$ cat config.mk
export PLATFORM = sky130hd
export DESIGN_NAME = rf_read_arbiter
export DESIGN_NICKNAME = d
export VERILOG_FILES = /design/src/rtl/rdarb_pkg.sv /design/src/rtl/rdarb_picker.sv /design/src/rtl/rdarb_addr_or.sv /design/src/rtl/rdarb_go_reg.sv /design/src/rtl/rdarb_fanout.sv /design/src/rtl/rf_read_arbiter.sv
export SDC_FILE = /design/constraint.sdc
export NUM_CORES = 1
export LEC_CHECK = 0
export BUFFER_PORTS_ARGS = -buffer_cell sky130_fd_sc_hd__clkbuf_2
export CORE_AREA = 2 2 79 81
export DETAILED_ROUTE_END_ITERATION = 8
export DIE_AREA = 0 0 81 83
export SYNTH_ARGS = -nofsm -noshare
export SYNTH_HDL_FRONTEND = slang
export SYNTH_SLANG_ARGS = --single-unit
export TNS_END_PERCENT = 50
$ cat constraint.sdc
create_clock -name clk -period 2.3 [get_ports clk]
set_input_delay 0.23 -clock clk [delete_from_list [all_inputs] [get_ports clk]]
set_output_delay 0.23 -clock clk [all_outputs]
set_load 0.02 [all_outputs]
$ cat src/rtl/rdarb_pkg.sv
package rdarb_pkg;

    // Supported requester counts for one shared read port
    localparam int unsigned ARB_MIN_REQ = 1;
    localparam int unsigned ARB_MAX_REQ = 8;

    // True when a requester count is within the supported range
    function automatic bit req_count_ok(input int unsigned n);
        return (n >= ARB_MIN_REQ) && (n <= ARB_MAX_REQ);
    endfunction

    // Outcome of one arbitration cycle, as seen by the datapath
    typedef enum logic [0:0] {
        PORT_IDLE = 1'b0,
        PORT_BUSY = 1'b1
    } port_state_e;

endpackage

$ cat src/rtl/rdarb_picker.sv
module rdarb_picker #(
    parameter int unsigned N_REQ = 4
) (
    input  logic [N_REQ-1:0] req,
    output logic [N_REQ-1:0] onehot,
    output logic             any
);
    // blocked[i] is set when some lower index is requesting
    logic [N_REQ:0] blocked;

    assign blocked[0] = 1'b0;

    for (genvar i = 0; i < N_REQ; i++) begin : g_chain
        assign blocked[i+1] = blocked[i] | req[i];
        assign onehot[i]    = req[i] & ~blocked[i];
    end

    assign any = blocked[N_REQ];
endmodule

$ cat src/rtl/rdarb_addr_or.sv
module rdarb_addr_or #(
    parameter int unsigned N_REQ = 4,
    parameter int unsigned REG_W = 5
) (
    input  logic [N_REQ-1:0]       grant,
    input  logic [N_REQ*REG_W-1:0] reg_num,
    output logic [REG_W-1:0]       addr,
    output logic                   ren
);
    logic [REG_W-1:0] gated [N_REQ];

    // each lane drives zero unless granted
    for (genvar i = 0; i < N_REQ; i++) begin : g_gate
        assign gated[i] = grant[i] ? reg_num[i*REG_W +: REG_W] : '0;
    end

    always_comb begin
        addr = '0;
        for (int i = 0; i < N_REQ; i++) begin
            addr = addr | gated[i];
        end
    end

    assign ren = |grant;
endmodule

$ cat src/rtl/rdarb_go_reg.sv
module rdarb_go_reg #(
    parameter int unsigned N_REQ = 4
) (
    input  logic             clk,
    input  logic             rst,
    input  logic [N_REQ-1:0] grant,
    output logic [N_REQ-1:0] go
);
    always_ff @(posedge clk) begin
        if (rst) begin
            go <= '0;
        end else begin
            go <= grant;
        end
    end
endmodule

$ cat src/rtl/rdarb_fanout.sv
module rdarb_fanout #(
    parameter int unsigned N_REQ  = 4,
    parameter int unsigned DATA_W = 32
) (
    input  logic [N_REQ-1:0]        go,
    input  logic [DATA_W-1:0]       rdata,
    output logic [N_REQ*DATA_W-1:0] lanes
);
    for (genvar i = 0; i < N_REQ; i++) begin : g_lane
        assign lanes[i*DATA_W +: DATA_W] = go[i] ? rdata : '0;
    end
endmodule

$ cat src/rtl/rf_read_arbiter.sv
module rf_read_arbiter
    import rdarb_pkg::*;
#(
    parameter int unsigned N_REQ  = 4,
    parameter int unsigned REG_W  = 5,
    parameter int unsigned DATA_W = 32
) (
    input  logic                    clk,
    input  logic                    rst,
    input  logic [N_REQ-1:0]        rd_req,
    input  logic [N_REQ-1:0]        fu_active,
    input  logic [N_REQ-1:0]        rd_flag,
    input  logic [N_REQ*REG_W-1:0]  reg_num,
    output logic [REG_W-1:0]        port_addr,
    output logic                    port_ren,
    input  logic [DATA_W-1:0]       port_rdata,
    output logic [N_REQ-1:0]        go_rd,
    output logic [N_REQ*DATA_W-1:0] src_data
);
    if (!req_count_ok(N_REQ)) begin : g_bad_count
        $error("rf_read_arbiter: N_REQ out of supported range");
    end

    logic [N_REQ-1:0] eligible;
    logic [N_REQ-1:0] pick_bits;
    logic             pick_any;
    logic [N_REQ-1:0] grant;
    port_state_e      port_state;

    // a requester with a go pulse in flight sits out this pick
    assign eligible = rd_req & fu_active & rd_flag & ~go_rd;

    rdarb_picker #(.N_REQ(N_REQ)) u_picker (
        .req    (eligible),
        .onehot (pick_bits),
        .any    (pick_any)
    );

    assign grant = pick_bits & {N_REQ{pick_any}};

    rdarb_addr_or #(.N_REQ(N_REQ), .REG_W(REG_W)) u_addr (
        .grant   (grant),
        .reg_num (reg_num),
        .addr    (port_addr),
        .ren     (port_ren)
    );

    assign port_state = port_ren ? PORT_BUSY : PORT_IDLE;

    rdarb_go_reg #(.N_REQ(N_REQ)) u_go (
        .clk   (clk),
        .rst   (rst),
        .grant (grant),
        .go    (go_rd)
    );

    rdarb_fanout #(.N_REQ(N_REQ), .DATA_W(DATA_W)) u_fan (
        .go    (go_rd),
        .rdata (port_rdata),
        .lanes (src_data)
    );
endmodule

==> summary.md <==
| Metric | Value |
|---|---|
| Final-report hold violation count | `0` |
| Final setup viols | `0` |
| Clk slew on worst S/H paths | `30 ps` |
| Total overflow reported by the global router | `0` |
| Router iterations before antenna repair | `4` |
| Async set or reset register ratio after synthesis | `0%` |
| Final HPWL DP | `roughly 4.3 mm` |
| Antenna cells | `0` |
| H-tree levels | `1` |
| Period minus WS final | `about 2000 ps` |
| Die Y | `slightly above 80 um` |
| # IOs | `204` |
| P per Cell Area | `202.1 nW/um^2` |
| Clk_skew | `approximately 0.93 ps` |
| Reg2reg start | `u_go.go[1]$_SDFF_PP0_` |
| Hold_sp | `rst` |
| Largest net degree at the start of global routing | `34` |
| Clock buffer count from CTS | `3` |
| Synth Register Bits | `4` |
| Number of distinct library cells after synthesis | `17` |
| Clk_lat worst skew | `between 200 and 250 ps` |
| Remaining DRCs | `0` |
| Worst IR Drop VDD | `around 0.00022 V` |
| Pwr Total | `approximately 470 uW` |
| Vias in the first global route | `~1700` |
| Worst Hold Class | `primary input to flop` |
| Clock tree buffer depth | `2` |
| Postcts setup bufs | `0` |
| Number of gates resized after CTS | `0` |
| Die area | `between 6000 and 7000 sq um` |
| Slew Viols, Final | `0` |
| EDFF count, synth | `0` |
| Max-Cap Viols | `0` |
| Slew @ Worst Pin | `457.5 ps` |
| Dominant cell type by area after synthesis | `and2_1` |
| Post-DR wirelength/cell | `11.83 um` |
| Antenna-violating nets left | `0` |
| Required @ worst endpoint | `2070 ps` |
| Fin crit share | `a little under nine tenths` |
| Max reg flops | `4` |
| Share of cells above drive strength 1 | `a little under three fifths` |
| Top flip-flop cell by instance count after synthesis | `dfxtp_1` |
| Reg2reg setup slack | `990 ps` |
| Largest cells by area after synthesis | `and2_1 (67%), dfxtp_1 (6.8%), clkbuf_1 (4.1%)` |
| Worst setup SP type | `flop` |
| Dpl ws | `584.3 ps` |
| Vias/cell | `about 4.2` |
| Hold path cells | `2` |
| Overall global routing resource usage | `15.09%` |
| GPL Wtd Cong | `between 0.8 and 0.9` |
| Largest Register | `u_go.go` |
| Vias after detailed routing | `1900` |
| FMAX | `0.5078 GHz` |
| Initial antenna violation count | `0` |
| Status | `complete, no violations` |
| Max-slew headroom | `~70%` |
| TritonCTS Sinks | `4` |
| Critical path data arrival time | `around 1700 ps` |
| CTS Hold Buffers Added | `0` |
| Ys Warns | `0` |
| CP max FO | `10` |
| First-pass GRT wire length | `8.093 mm` |
| FF-to-FF path depth | `3` |
| Pleak | `between 1 and 1.5 nW` |
| Hold endpoint | `u_go.go[1]$_SDFF_PP0_` |
| Most frequent cell after synthesis | `and2_1` |
| Starting DRT DRC Count | `48` |
| Final Net Count | `approximately 450` |
| Synth cell count leaders | `and2_1 (126), clkbuf_1 (13), nand2_1 (7), nor2_1 (7)` |
| Layout Cells excl Fill | `between 400 and 500` |
| Post-Syn Instances | `around 180` |
| Num rows | `28` |
| Register area share after synthesis | `under 10%` |
| Wirelength, routed | `about 5.3 mm` |
| Crit path capture type | `output port` |
| Syn avg cell area | `6.526 sq um` |
| Largest regs | `u_go.go x4` |
| Initial core utilization | `between 20% and 30%` |
| Total Neg Setup Slack | `0 ps` |
| Cell area after synthesis | `around 1200 sq um` |
| DP Cell Count | `roughly 450` |
| Core region area | `a little under 6000 sq um` |
| DIE WIDTH | `around 81 um` |
| CTS tree | `built` |
| Post-Syn Nets | `around 250` |
| RSZ-0062 raised after global routing | `false` |
| Root buf cell | `clkbuf_8` |
| Crit path kind | `flop to output port` |
| Final worst slack | `330.7 ps` |
| Area growth from synthesis to layout | `94.92%` |
| Port Buffers | `~200` |
| Area share of the largest cell type after synthesis | `about two thirds` |
| R2r endpoint | `u_go.go[3]$_SDFF_PP0_` |
-- layout make-up --
type	instances	area, sq um
Fill cell	615	3513
Sequential cell	4	80.08
Tap cell	75	93.84
Clock buffer	3	41.29
Timing Repair Buffer	207	1046
Multi-Input combinational cell	163	1041
-- critical path, stage by stage (launching register included) --
cell and delay [ps]:
dfxtp_1 300, and4b_1 530, nor2_2 130, a221oi_1 290, o21ai_1 110, clkbuf_2 160
-- stage by stage --
stage,utilization (%),hold slack [ps],area [sq um]
finish,39.59,239.3,2302
global placement,38.88,456.7,2261
floorplan,-,301.6,1181
detailed placement,38.88,463.0,2261
CTS,39.59,238.9,2302
global route,39.59,248.9,2302
-- worst max-delay path by stage --
stage | startpoint | end | slack, ps | depth (start not counted)
6_report | u_go.go[1]$_SDFF_PP0_ | port_addr[1] | 330 | 5
3_3_place_gp | u_go.go[1]$_SDFF_PP0_ | port_addr[1] | 620 | 5
5_1_grt | u_go.go[1]$_SDFF_PP0_ | port_addr[2] | 220 | 5
2_1_floorplan | u_go.go[1]$_SDFF_PP0_ | port_addr[0] | 630 | 5
3_5_place_dp | u_go.go[1]$_SDFF_PP0_ | port_addr[1] | 580 | 5
4_1_cts | u_go.go[1]$_SDFF_PP0_ | port_addr[1] | 350 | 5
-- cells in the final DEF, fill, tap and decap left out, drive strengths merged --
master,n
a221oi,5
nor2,8
and4b,3
nor3,1
buf,4
nand2,7
nand4b,3
clkbuf,206
nor4,2
and2,128
dfxtp,4
nor2b,1
o21ai,5
-- report_power, final --
group / switching [mW] / total, mW / internal (mW) / leakage (nW)
clock network: 0.0342 / 0.146 / 0.111 / 0.0216
logic: 0.146 / 0.247 / 0.101 / 1.39
registers: 0.000872 / 0.0726 / 0.0717 / 0.0325
total: 0.181 / 0.465 / 0.285 / 1.45
-- layer usage --
layer | part of all wire (%) | global-route usage [%]
met3 | 7.7 | 3.370
met1 | 39 | 16.38
met5 | 0 | 0
met2 | 52 | 29.00
met4 | 0.80 | 2.928
-- cells by family after synthesis --
logic type             count (synthesis)  share of synthesized area, %
DFF                                    4                         6.780
AOI/OAI and AO/OA                     10                         5.826
and+or+nand+nor                      153                         82.31
buffers and inverters                 14                         5.085
Note: power is estimated with default switching activity, not from simulation.
